==> config.mk <==
export PLATFORM = sky130hd
export DESIGN_NAME = pmon_unit
export DESIGN_NICKNAME = d
export VERILOG_FILES = /design/src/rtl/pmon_pkg.sv /design/src/rtl/pmon_ctl.sv /design/src/rtl/pmon_counter.sv /design/src/rtl/pmon_unit.sv
export SDC_FILE = /design/constraint.sdc
export NUM_CORES = 1
export LEC_CHECK = 0
export ABC_CLOCK_PERIOD_IN_PS = 4920
export BUFFER_PORTS_ARGS = -buffer_cell sky130_fd_sc_hd__buf_2
export CAP_MARGIN = 20
export CORE_UTILIZATION = 50
export DETAILED_ROUTE_END_ITERATION = 7
export PLACE_DENSITY = 0.94
export SLEW_MARGIN = 20
export SYNTH_ARGS = -nofsm -noshare
export SYNTH_HDL_FRONTEND = slang
export SYNTH_SLANG_ARGS = --single-unit
==> constraint.sdc <==
create_clock -name clk -period 4.92 [get_ports clk]
set_input_delay 0.246 -clock clk [delete_from_list [all_inputs] [get_ports clk]]
set_output_delay 0.246 -clock clk [all_outputs]
set_load 0.005 [all_outputs]
==> src/rtl/pmon_pkg.sv <==
package pmon_pkg;
  localparam int unsigned CTL_W    = 32;
  localparam int unsigned FRZ_BIT  = 31;
  localparam int unsigned AEN_BIT  = 26;
  localparam int unsigned AOC_BIT  = 7;
  localparam int unsigned PART_LO  = 18;
  localparam logic [CTL_W-1:0] CTL_RESET = 32'h8000_0000;
  localparam logic [CTL_W-1:0] USER_MASK =
    (32'h1 << FRZ_BIT) | (32'h1 << AEN_BIT) | (32'h1 << AOC_BIT);

  // keep non-user bits from cur, take user bits from wr
  function automatic logic [CTL_W-1:0] merge_user(input logic [CTL_W-1:0] cur,
                                                  input logic [CTL_W-1:0] wr);
    return (cur & ~USER_MASK) | (wr & USER_MASK);
  endfunction

  function automatic logic part_excluded(input logic [CTL_W-1:0] c);
    return c[PART_LO+1 -: 2] == 2'b11;
  endfunction
endpackage

==> src/rtl/pmon_ctl.sv <==
module pmon_ctl
  import pmon_pkg::*;
(
  input  logic             clk,
  input  logic             rst_n,
  input  logic             priv_we,
  input  logic [CTL_W-1:0] priv_wdata,
  input  logic             user_we,
  input  logic [CTL_W-1:0] user_wdata,
  output logic [CTL_W-1:0] ctl_q,
  output logic             frozen,
  output logic             count_en
);
  logic [CTL_W-1:0] ctl_next;
  logic             ev_freeze;
  logic             ev_thaw;

  always_comb begin
    if (priv_we)      ctl_next = priv_wdata;
    else if (user_we) ctl_next = merge_user(ctl_q, user_wdata);
    else              ctl_next = ctl_q;
  end

  always_ff @(posedge clk) begin
    if (!rst_n) ctl_q <= CTL_RESET;
    else        ctl_q <= ctl_next;
  end

  assign frozen    = ctl_q[FRZ_BIT];
  assign count_en  = !frozen && !part_excluded(ctl_q);
  assign ev_freeze = !frozen && ctl_next[FRZ_BIT];
  assign ev_thaw   = frozen && !ctl_next[FRZ_BIT];

  a_r6_priv_full: assert property (@(posedge clk) disable iff (!rst_n)
    priv_we |=> ctl_q == $past(priv_wdata));
  a_r7_user_mask: assert property (@(posedge clk) disable iff (!rst_n)
    (user_we && !priv_we) |=> ((ctl_q ^ $past(ctl_q)) & ~USER_MASK) == '0);
  a_r6_idle_hold: assert property (@(posedge clk) disable iff (!rst_n)
    (!priv_we && !user_we) |=> $stable(ctl_q));
  a_r11_no_toggle: assert property (@(posedge clk) disable iff (!rst_n)
    (!ev_freeze && !ev_thaw) |=> frozen == $past(frozen));
  a_r3_thaw_next: assert property (@(posedge clk) disable iff (!rst_n)
    ev_thaw |=> !frozen);
  a_r3_freeze_next: assert property (@(posedge clk) disable iff (!rst_n)
    ev_freeze |=> frozen);
endmodule

==> src/rtl/pmon_counter.sv <==
module pmon_counter #(
  parameter int unsigned W     = 32,
  parameter int unsigned INC_W = 3
) (
  input  logic             clk,
  input  logic             rst_n,
  input  logic             count_en,
  input  logic [INC_W-1:0] inc,
  input  logic             load_en,
  input  logic [W-1:0]     load_val,
  output logic [W-1:0]     value
);
  localparam logic [W-1:0] ALL_ONES = {W{1'b1}};

  function automatic logic [W-1:0] add_wrap(input logic [W-1:0] a,
                                            input logic [INC_W-1:0] b);
    return a + W'(b);
  endfunction

  logic [W-1:0] value_next;

  always_comb begin
    if (load_en)       value_next = load_val;
    else if (count_en) value_next = add_wrap(value, inc);
    else               value_next = value;
  end

  always_ff @(posedge clk) begin
    if (!rst_n) value <= '0;
    else        value <= value_next;
  end

  a_r8_load_wins: assert property (@(posedge clk) disable iff (!rst_n)
    load_en |=> value == $past(load_val));
  a_r2_hold: assert property (@(posedge clk) disable iff (!rst_n)
    (!count_en && !load_en) |=> $stable(value));
  a_r9_wrap: assert property (@(posedge clk) disable iff (!rst_n)
    (count_en && !load_en && value == ALL_ONES && inc != '0) |=> value < $past(value));
endmodule

==> src/rtl/pmon_unit.sv <==
module pmon_unit
  import pmon_pkg::*;
#(
  parameter int unsigned CNT_W      = 32,
  parameter int unsigned RETIRE_W   = 3,
  parameter int unsigned MAX_RETIRE = 4
) (
  input  logic                clk,
  input  logic                rst_n,
  input  logic [RETIRE_W-1:0] retire_cnt,
  input  logic                cyc_tick,
  input  logic                priv_ctl_we,
  input  logic [CTL_W-1:0]    priv_ctl_wdata,
  input  logic                user_ctl_we,
  input  logic [CTL_W-1:0]    user_ctl_wdata,
  input  logic                cnt_a_we,
  input  logic [CNT_W-1:0]    cnt_a_wdata,
  input  logic                cnt_b_we,
  input  logic [CNT_W-1:0]    cnt_b_wdata,
  output logic [CTL_W-1:0]    ctl_rdata,
  output logic [CNT_W-1:0]    cnt_a_rdata,
  output logic [CNT_W-1:0]    cnt_b_rdata
);
  localparam logic [RETIRE_W-1:0] RET_CAP = RETIRE_W'(MAX_RETIRE);

  function automatic logic [RETIRE_W-1:0] clamp_retire(input logic [RETIRE_W-1:0] r);
    return (r > RET_CAP) ? RET_CAP : r;
  endfunction

  logic                frozen;
  logic                count_en;
  logic [RETIRE_W-1:0] retire_eff;
  logic                load_a;
  logic                load_b;

  assign retire_eff = clamp_retire(retire_cnt);
  assign load_a     = cnt_a_we && frozen;
  assign load_b     = cnt_b_we && frozen;

  pmon_ctl u_ctl (
    .clk        (clk),
    .rst_n      (rst_n),
    .priv_we    (priv_ctl_we),
    .priv_wdata (priv_ctl_wdata),
    .user_we    (user_ctl_we),
    .user_wdata (user_ctl_wdata),
    .ctl_q      (ctl_rdata),
    .frozen     (frozen),
    .count_en   (count_en)
  );

  pmon_counter #(.W(CNT_W), .INC_W(RETIRE_W)) u_cnt_retire (
    .clk      (clk),
    .rst_n    (rst_n),
    .count_en (count_en),
    .inc      (retire_eff),
    .load_en  (load_a),
    .load_val (cnt_a_wdata),
    .value    (cnt_a_rdata)
  );

  pmon_counter #(.W(CNT_W), .INC_W(1)) u_cnt_cycle (
    .clk      (clk),
    .rst_n    (rst_n),
    .count_en (count_en),
    .inc      (cyc_tick),
    .load_en  (load_b),
    .load_val (cnt_b_wdata),
    .value    (cnt_b_rdata)
  );

  always_comb begin
    a_r3_clamp: assert (retire_eff <= RET_CAP);
  end

  a_r8_ignore_running: assert property (@(posedge clk) disable iff (!rst_n)
    (cnt_a_we && !frozen && !count_en) |=> $stable(cnt_a_rdata));
  a_r5_excluded: assert property (@(posedge clk) disable iff (!rst_n)
    (!frozen && !count_en) |=> ($stable(cnt_a_rdata) && $stable(cnt_b_rdata)));
  a_r4_tick: assert property (@(posedge clk) disable iff (!rst_n)
    (count_en && cyc_tick) |=> cnt_b_rdata == $past(cnt_b_rdata) + 1'b1);
  a_r2_frozen_hold: assert property (@(posedge clk) disable iff (!rst_n)
    (frozen && !cnt_a_we && !cnt_b_we) |=> ($stable(cnt_a_rdata) && $stable(cnt_b_rdata)));
endmodule

Yosys cells after proc, flatten, opt, wreduce, memory -nomap -nowiden
Index checks and enable logic that the tools add are counted.
{ "word_totals": {"ff_bits": 96, "in_bits": 138, "word_cells": 23} }
{ "classes": {"add_sub_neg": 2, "order_cmp": 1, "eq_ne": 1, "muxes": 7, "n_bitwise": 1, "reduce_logical": 8} }
{ "op_table": {"columns": ["cell", "n"], "rows": [
  ["$mux 32", 6],
  ["$add 32x1->32", 1],
  ["$add 32x3->32", 1],
  ["$or 31x32->32", 1],
  ["$reduce_bool 2->1", 3],
  ["$gt 3x3->1 const B", 1],
  ["$logic_and 1x1->1", 3],
  ["$mux 3", 1],
  ["$eq 2x2->1 const B", 1],
  ["$logic_not 1->1", 2]
]} }

Depth between registers and ports, before layout
Gate-level depths: netlist of the first run.
{ "depth": {"depth_word": 5, "mapped_depth": 10} }

Modules after synthesis
A second synthesis of the first run with hierarchy kept.
{ "unflattened": {"hier_cells": 633, "hier_area_um2": 5261.3} }
{ "modules_own_cells": {"columns": ["module", "instances", "cells_each", "area_each_um2", "seq_area_each_um2"], "rows": [
  ["pmon_counter at u_cnt_retire", 1, 261, 2025.7, 640.6],
  ["pmon_counter at u_cnt_cycle", 1, 257, 1980.6, 640.6],
  ["pmon_ctl", 1, 110, 1226.2, 640.6],
  ["pmon_unit", 1, 5, 28.8, 0.0]
]} }

Worst setup path after synthesis of the first run
Ideal clock, no wire load.
{ "synth_timing": {"kind": "flip-flop to flip-flop", "start": "reg u_cnt_retire.value[8]", "end": "reg u_cnt_retire.value[31]", "arrival_time_ps": 2124, "path_slack_ps": 2721, "path_stages_with_launch": 8, "period_less_slack_ps": 2199, "cell_sequence": "dfxtp_1 > nand4_4 > or3_1 > buf_2 > or3_1 > buf_2 > or4_1 > a31oi_1"} }
{ "synth_between": {"elab_chain_cells": 3} }
{ "synth_lines": {"columns": ["element", "line", "text"], "rows": [
  ["start, declared", "pmon_counter.sv:11", "output logic [W-1:0] value"],
  ["start signal, assigned", "pmon_counter.sv:30", "else value <= value_next;"],
  ["$add 32x3->32", "pmon_counter.sv:17", "return a + W'(b);"],
  ["$mux 32", "pmon_counter.sv:24", "else if (count_en) value_next = add_wrap(value, inc);"],
  ["$mux 32", "pmon_counter.sv:23", "if (load_en) value_next = load_val;"]
]} }
No other way between the ends. The select of a mux whose other input is x is not followed.
A chain may end at the register's enable or synchronous reset.

Worst setup path after layout of the first run
{ "layout_timing": {"start": "reg u_cnt_retire.value[0]", "end": "reg u_cnt_retire.value[28]"} }
The elaborated chain is that of the path after synthesis.

==> results of run 1 <==
## layout by cell type, fill, tap and decap left out, types with 4 or more instances in the layout
cell type    n
a31oi_1      4
inv_1       11
a211oi_1    13
nor4_1      22
ha_1         5
mux2i_1     34
clkbuf_8    11
and2_1       4
nand4_1     18
dfxtp_1     96
buf_2      204
o21ai_0     44
nand2_1     28
and3_1      10
xnor2_1     35
a21oi_1     51
buf_4        4
and4_1       7
nand3_1     23
xor2_1      12
nor3_1      11
nor2_1      55
## worst max-delay path by stage
stage,start,endpoint,slack [ps],depth (start not counted)
2_1_floorplan,u_cnt_retire.value[8]$_SDFFE_PN0P_,u_cnt_retire.value[31]$_SDFFE_PN0P_,2720,7
3_3_place_gp,retire_cnt[2],u_cnt_retire.value[28]$_SDFFE_PN0P_,2300,10
3_5_place_dp,retire_cnt[2],u_cnt_retire.value[30]$_SDFFE_PN0P_,2200,10
4_1_cts,u_cnt_retire.value[0]$_SDFFE_PN0P_,u_cnt_retire.value[16]$_SDFFE_PN0P_,2280,8
5_1_grt,u_cnt_retire.value[0]$_SDFFE_PN0P_,u_cnt_retire.value[28]$_SDFFE_PN0P_,2090,8
6_report,u_cnt_retire.value[0]$_SDFFE_PN0P_,u_cnt_retire.value[28]$_SDFFE_PN0P_,2270,8
## state kept, by name, summed over array words and instances (netlist names)
name / flops
u_ctl.ctl_q: 32
u_cnt_cycle.value: 32
u_cnt_retire.value: 32
## Yosys cell counts
master / n
o2111ai_1: 1
ha_1: 5
clkbuf_1: 33
and2_1: 4
o311ai_0: 2
nand2b_1: 1
or4_1: 1
xor2_1: 12
buf_2: 2
nor2_1: 55
nand4_4: 1
buf_4: 1
and4_1: 7
fa_1: 1
nand2_1: 28
nand4_1: 18
dfxtp_1: 96
o31a_1: 3
o21ai_0: 44
inv_1: 11
a311oi_1: 2
nand3_1: 23
mux2i_1: 34
and3_1: 10
o211ai_1: 3
mux2_2: 1
buf_1: 2
a21oi_1: 51
a211oi_1: 13
nor3_1: 11
o221ai_1: 3
nor2b_1: 3
a21o_1: 2
and3b_1: 1
o22ai_1: 1
o31ai_1: 1
or3_1: 3
a22oi_1: 2
nor4_1: 22
and2_0: 1
a31oi_1: 4
inv_2: 1
xnor2_1: 35
## worst max-delay path, delay by kind of cell (launching register included)
family          cells  cell delay [ps]
compound gates      2              580
xor+xnor            1              170
fa+ha+maj           2              570
buf+inv             1               60
flops               1              370
simple gates        2              770
## power groups by stage
stage / Sequential, mW / Combinational [mW] / Clock [mW]
floorplan: 0.914 / 0.146 / 0
global placement: 0.915 / 0.269 / 0
detailed placement: 0.920 / 0.280 / 0
CTS: 0.903 / 0.282 / 0.551
global route: 0.914 / 0.312 / 0.583
finish: 0.905 / 0.281 / 0.542
## final cells by class
cell class	count	area share (%)
clock buffer	12	2.61
multi-input combinational	409	43.4
clock inverter	4	0.885
sequential	96	32.4
tap	108	2.28
timing repair buffer	208	17.7
inverter	12	0.759
## through the flow
stage / hold WS [ps] / setup WS (ps) / cells / instance area (µm²)
floorplan: 374 / 2720 / 555 / 4690
global placement: 467 / 2300 / 833 / 5730
detailed placement: 481 / 2200 / 833 / 5730
CTS: 113 / 2280 / 849 / 5940
global route: 116 / 2090 / 849 / 5940
finish: 131 / 2270 / 849 / 5940
## layer usage
metal  vias up  share of wire, %  GRT usage [%]  wire length, µm
met5         -                 0              0                0
met4         0               1.2           9.18              165
met3        17               8.2           5.74             1090
met2       268                51           48.6             6730
met1      2274                40           31.6             5250
li1       2367                 -              -                -
## cell families (layout without fill, tap and decap cells)
kind of cell,count (synthesis),in the layout,synth area share [%]
XOR/XNOR,47,47,8.78
buffers and inverters,50,236,4.13
AND/OR/NAND/NOR,189,189,20.6
flip-flops,96,96,41.0
AO/OA/AOI/OAI,132,132,16.2
multiplexers,35,35,7.50
adder cells (fa/ha/maj),6,6,1.76
==> reports/results.ini, run 1 <==
[run_status]
status = completed

[placement]
routabilityCongestion = 0.860
io_buffer_count = 204
dpl.hpwl_um = 9690

[setup_path]
crit_fanout = 11
worstReg2RegStart = u_cnt_retire.value[0]$_SDFFE_PN0P_
required_ps = 5130
reg2reg_slack_ps = 2270
critPathMaxStageDelay_ps = 510
cpMaxStageDelayCell = nor4_1
path_cells = ha_1, inv_1, fa_1, nor2b_1, o2111ai_1, nor4_1, xnor2_1, a21oi_1
cp_data_arrival_time_ps = 2850
start_kind = flop
end_kind = flop
worst_r2r_path_depth = 8
timing.rr.end = u_cnt_retire.value[28]$_SDFFE_PN0P_
critPathKind = flop to flop

[route]
drtIter0Drc = 198
drtPass1Iterations = 5
dr_total_vias = 4926
ant_nets = 0
routed_wl_um = 13200
drc = 0
via_per_inst = 5.80
wl_per_cell_um = 15.6

[sta]
timing.fmax_mhz = 378
skew_ps = 11.6
finalHoldViolCount = 0
max_slew.worst_pin.slew_ps = 990
drv_slew = 0
post-route-period-util_pct = 53.8
fin_tns_setup_ps = 0
fin_crit_ps = 2650
setup_viol = 0
grt_setup_unrepaired = no
slew_headroom_pct = 33.9

[grt]
track_usage_pct = 27.0
antenna_found_initial = 0
grt_pass1_vias = 4586
grt_max_degree = 57
overflow = 0
grt_pass1_wl_um = 21500

[min_path]
hp-start = priv_ctl_wdata[13]
min_path_type = primary input to flop
min_path_cells = 3
min_to = u_ctl.ctl_q[13]$_SDFFE_PN0P_

[clock_tree]
cts_resized = 0
postCtsSetupRepairBufs = 0
cts_tree = built
cts_buffers = 9
clk-insertion-delay-late_ps = 350
htree_levels = 3
cts-root-buf = clkbuf_8
clock_path_buffers = 2
cts_hold_buf = 0
clk_pin_slew_ps = 100
clock-sinks = 96

[pwr]
power_density_nw_per_um2 = 291
pwr-share-clk_pct = 31.4
swShare_pct = 28.2
p_int_mw = 1.24
peakVddDrop_v = 0.000188
total_power_mw = 1.73
p_seq_share_pct = 52.4
p_leak_nw = 2.61
combPwrFrac_pct = 16.3
p_switching_mw = 0.487

[synthesis]
yosysWarnings = 0
yosysSeqAreaShare_pct = 41.0
yosysTopAreaCellShare_pct = 41.0
synthesis.area_um2 = 4690
synth.avg_cell_area_um2 = 8.45
synth_cell_types = 43
synth_area_leaders = dfxtp_1 41%, mux2i_1 7.3%, xnor2_1 6.5%, a21oi_1 5.4%, o21ai_0 4.7%
synth_area_leader_cell = dfxtp_1
synth_seq_cells = 96
synth_cells = 555
syn_nets = 699

[floorplanning]
initial_utilization_pct = 52.8
std_cell_rows = 34
fp.dieH_um = 98.9
ios = 234
dieArea_um2 = 9770
core_um2 = 8890
fp.dieW_um = 98.9

[finish]
drive_above_1_share_pct = 30.5
n_fill_cell = 710
syn_to_final_growth_pct = 26.5
multi_input_area_um2 = 2570
nNetsFinal = 880
seq_area_um2 = 1920
n_antenna_cell = 0
fin_util_pct = 66.8

[job]
maxCapViolations = 0

Note: power is estimated with default switching activity, not from simulation.
==> run 2: changes to the inputs <==
- ABC_CLOCK_PERIOD_IN_PS: 4920 -> 2650
- CORE_UTILIZATION: 50 -> 46
- PLACE_DENSITY: 0.94 -> 0.88
- clock period: 4.92 -> 2.65 ns (I/O delays scaled with it)
==> run 2 against run 1 <==
Net effect: combinational power rose by 95%; power is 80% higher; largest cell class unchanged; register-to-register slack lost 2000 ps; first-iteration DRC count decreased by 28%; critical path type unchanged; critical endpoint is now u_cnt_retire.value[31]$_SDFFE_PN0P_; non-clock buffer count up 19; sequential share of layout area is 1.0 points lower; sequential cell count stayed put.
==> reports/results.ini, run 2 (synthesized netlist as in run 1, its figures left out) <==
[sta]
timing.fmax_mhz = 421
drv_slew = 0
fin_crit_ps = 2380
grt_setup_unrepaired = no
slew_headroom_pct = 37.4
post-route-period-util_pct = 89.7
finalHoldViolCount = 0
fin_tns_setup_ps = 0
skew_ps = 9.64
max_slew.worst_pin.slew_ps = 939
setup_viol = 0

[setup_path]
start_kind = flop
cp_data_arrival_time_ps = 2670
required_ps = 2940
critPathKind = flop to flop
worstReg2RegStart = u_cnt_retire.value[8]$_SDFFE_PN0P_
crit_fanout = 10
timing.rr.end = u_cnt_retire.value[31]$_SDFFE_PN0P_
reg2reg_slack_ps = 270
crit_start = u_cnt_retire.value[8]$_SDFFE_PN0P_
end_kind = flop
worst_r2r_path_depth = 5

[clock_tree]
htree_levels = 3
clock_path_buffers = 2
cts-root-buf = clkbuf_8
postCtsSetupRepairBufs = 0
cts_tree = built
clk-insertion-delay-late_ps = 360
clock-sinks = 96
cts_buffers = 9
clk_pin_slew_ps = 100

[finish]
n_antenna_cell = 0
layout.cells.non_filler = 893
final_cell_mix = 204 x buf_2, 96 x dfxtp_1, 55 x nor2_1, 51 x a21oi_1, 44 x o21ai_0
drive_above_1_share_pct = 30.7
nNetsFinal = 899
top_regs = u_cnt_cycle.value x32, u_cnt_retire.value x32, u_ctl.ctl_q x32
n_fill_cell = 885
layout_commonest_cell = buf_2
syn_to_final_growth_pct = 30.6

[route]
drtIter0Drc = 142
via_per_inst = 5.42
drc = 0
ant_nets = 0
dr_total_vias = 4841
drtPass1Iterations = 4
wl_per_cell_um = 14.7
routed_wl_um = 13200

[floorplanning]
initial_utilization_pct = 47.8
fp.dieH_um = 103
std_cell_rows = 36
ios = 234
fp.dieW_um = 103
core_um2 = 9820
dieArea_um2 = 10600

[grt]
antenna_found_initial = 0
grt_max_degree = 57
grt_pass1_wl_um = 20300
overflow = 0
track_usage_pct = 24.4
grt_pass1_vias = 4352

[placement]
dpl.cell_count = 863
io_buffer_count = 204
dpl.hpwl_um = 9430
routabilityCongestion = 0.850

[pwr]
peakVddDrop_v = 0.000332
p_leak_nw = 2.69
power_density_nw_per_um2 = 508

[min_path]
hp-start = priv_ctl_wdata[10]
min_path_type = primary input to flop
min_path_cells = 3
min_to = u_ctl.ctl_q[10]$_SDFFE_PN0P_

[run_status]
status = completed

[job]
maxCapViolations = 0

[run 2: layout make-up]
type | count | area (µm²) | area share, %
sequential | 96 | 1920 | 31.4
multi-input combinational | 409 | 2580 | 42.1
clock inverter | 7 | 52.6 | 0.857
clock buffer | 9 | 124 | 2.02
inverter | 12 | 45.0 | 0.735
timing repair buffer | 227 | 1240 | 20.3
tap | 133 | 166 | 2.72
[run 2: what timing repair did]
action / in CTS / in global routing
setup endpoints to repair: 0 / 0
hold buffers: 14 / 0
hold endpoints to repair: 14 / 0
gates resized for setup: 0 / 0
[run 2: report_power, final]
group | switching, mW | leakage [nW] | total, mW | internal [mW]
clock network | 0.542 | 0.0908 | 0.894 | 0.352
logic | 0.269 | 1.80 | 0.548 | 0.279
registers | 0.118 | 0.795 | 1.67 | 1.55
[run 2: stage by stage]
stage                     hold slack [ps]  util [%]  worst slack, ps  area, µm²  power (mW)
after detailed placement              376      59.2              295       5810        2.23
after global routing                 16.9      62.4              181       6130        3.28
after floorplan                       260         -              451       4690        1.97
after global placement                365      59.2              355       5810        2.22
after CTS                           0.280      62.4              282       6130        3.13
final                                11.1      62.4              274       6130        3.11
[run 2: worst max path at each step]
stage                                                endpoint  slack (ps)  cells past startpoint
after global routing      u_cnt_retire.value[31]$_SDFFE_PN0P_         180                      5
after detailed placement  u_cnt_retire.value[31]$_SDFFE_PN0P_         290                      5
after floorplan           u_cnt_retire.value[31]$_SDFFE_PN0P_         450                      7
final                     u_cnt_retire.value[31]$_SDFFE_PN0P_         270                      5
after CTS                 u_cnt_retire.value[31]$_SDFFE_PN0P_         280                      5
after global placement    u_cnt_retire.value[31]$_SDFFE_PN0P_         350                      5
[run 2: layer usage]
metal  part of all wire (%)  vias to the layer above  global-route usage (%)
li1                       -                     2405                       -
met2                     50                      172                    43.2
met1                     41                     2242                    29.1
met4                    1.9                        0                    9.32
met3                    6.9                       22                    4.54
met5                      0                        -                       0
[run 2: worst max-delay path, cell delays in order, from the launching register on]
cell and delay, ps:
dfxtp_1 470, nand4_4 210, or3_1 520, or3_1 520, or4_1 440, a31oi_1 160
==> run 3: changes to the inputs <==
- CORE_ASPECT_RATIO: default -> 0.6
==> run 3 against run 2 <==
Net effect: core utilization down 0.72 points; critical path depth unchanged; first-iteration DRC count up 68%; setup slack improved by 23 ps; clock-buffer cell count unchanged; critical endpoint unchanged; largest cell class unchanged.
==> reports/results.ini, run 3 (synthesized netlist as in run 1, its figures left out) <==
[run_status]
status = completed

[setup_path]
path_cells = nand4_4, or3_1, or3_1, or4_1, a31oi_1
required_ps = 2920
start_kind = flop
critPathKind = flop to flop
critPathMaxStageDelay_ps = 510
worstReg2RegStart = u_cnt_retire.value[8]$_SDFFE_PN0P_
reg2reg_slack_ps = 300
critPathTopFamily = simple AND/OR/NAND/NOR gates
cp_data_arrival_time_ps = 2620
path_buf_inv = 0
path_depth = 5
crit_start = u_cnt_retire.value[8]$_SDFFE_PN0P_
crit_fanout = 10
end_kind = flop
worst_r2r_path_depth = 5
cpMaxStageDelayCell = or3_1
cpMostUsedCell = or3_1

[finish]
syn_to_final_growth_pct = 29.9
layout.cells.non_filler = 882
n_fill_cell = 907
top_regs = u_cnt_cycle.value x32, u_cnt_retire.value x32, u_ctl.ctl_q x32
drive_above_1_share_pct = 31.2
layout_commonest_cell = buf_2
nNetsFinal = 886
n_antenna_cell = 0
final_cell_mix = 204 x buf_2, 96 x dfxtp_1, 55 x nor2_1, 51 x a21oi_1, 44 x o21ai_0

[sta]
fin_tns_setup_ps = 0
finalHoldViolCount = 0
setup_viol = 0
timing.fmax_mhz = 425
post-route-period-util_pct = 88.8
fin_crit_ps = 2350
setup_ws_ps = 296
drv_slew = 0
slew_headroom_pct = 38.6
max_slew.worst_pin.slew_ps = 922
worst_hold_slack_ps = 11.1
skew_ps = 7.22
grt_setup_unrepaired = no

[floorplanning]
ios = 234
core_um2 = 9880
fp.dieH_um = 80.2
std_cell_rows = 28
initial_utilization_pct = 47.5
dieArea_um2 = 10600
fp.dieW_um = 132

[route]
routed_wl_um = 13000
wl_per_cell_um = 14.7
via_per_inst = 5.44
drc = 0
dr_total_vias = 4797
ant_nets = 0
drtIter0Drc = 239
drtPass1Iterations = 6

[clock_tree]
cts_buffers = 9
cts_tree = built
clk-insertion-delay-late_ps = 340
cts-root-buf = clkbuf_16
clock-sinks = 96
clock_path_buffers = 2
cts_hold_buf = 0
cts_resized = 0
postCtsSetupRepairBufs = 0
htree_levels = 3
clk_pin_slew_ps = 70

[placement]
io_buffer_count = 204
dp_worst_setup_slack_ps = 328
routabilityCongestion = 0.832
dpl.cell_count = 866
dpl.hpwl_um = 9610

[grt]
grt_pass1_vias = 4271
grt_pass1_wl_um = 20600
grt_max_degree = 57
overflow = 0
antenna_found_initial = 0
track_usage_pct = 24.3

[min_path]
min_path_type = primary input to flop
min_path_cells = 3
hp-start = priv_ctl_wdata[31]

[job]
maxCapViolations = 0

[pwr]
p_leak_nw = 2.68
power_density_nw_per_um2 = 568
total_power_mw = 3.46
peakVddDrop_v = 0.000339

[run 3: worst min-delay path: stages]
cell and delay, ps:
buf_2 70, mux2i_1 60, nand2_1 60
[run 3: power by group]
part           leakage, nW  total (mW)  switching (mW)  internal [mW]
Combinational         1.74       0.527           0.262          0.265
Clock                0.139        1.26           0.600          0.655
Sequential           0.795        1.68           0.124           1.55
Total                 2.68        3.46           0.987           2.47
[run 3: layout make-up]
| type | count | area [µm²] | area share, % |
|---|---|---|---|
| multi-input cells | 409 | 2570 | 42.3 |
| flip-flops and latches | 96 | 1920 | 31.5 |
| repair buffers | 214 | 1100 | 18.0 |
| clock buffers | 9 | 225 | 3.70 |
| well taps | 135 | 169 | 2.77 |
| clock inverters | 7 | 62.6 | 1.03 |
| inverters | 12 | 45.0 | 0.739 |
[run 3: per-stage QoR]
stage	cell area, µm²	util, %
floorplan	4690	-
global placement	5810	58.8
detailed placement	5810	58.8
global route	6090	61.7
finish	6090	61.7
CTS	6090	61.7
[run 3: routing by layer]
metal	global-route usage [%]	up-vias	routed length, µm	share of wire, %
li1	-	2380	-	-
met1	32.0	2225	5990	46
met2	40.1	177	5930	46
met3	6.12	15	926	7.1
met4	5.98	0	137	1.1
met5	0	-	0	0
[run 3: path summary, 6_finish.rpt]
check,end
setup / recovery,u_cnt_retire.value[31]$_SDFFE_PN0P_
hold / removal,u_ctl.ctl_q[31]$_SDFFE_PN1N_
setup reg to reg,u_cnt_retire.value[31]$_SDFFE_PN0P_
hold reg to reg,u_ctl.ctl_q[16]$_SDFFE_PN0P_
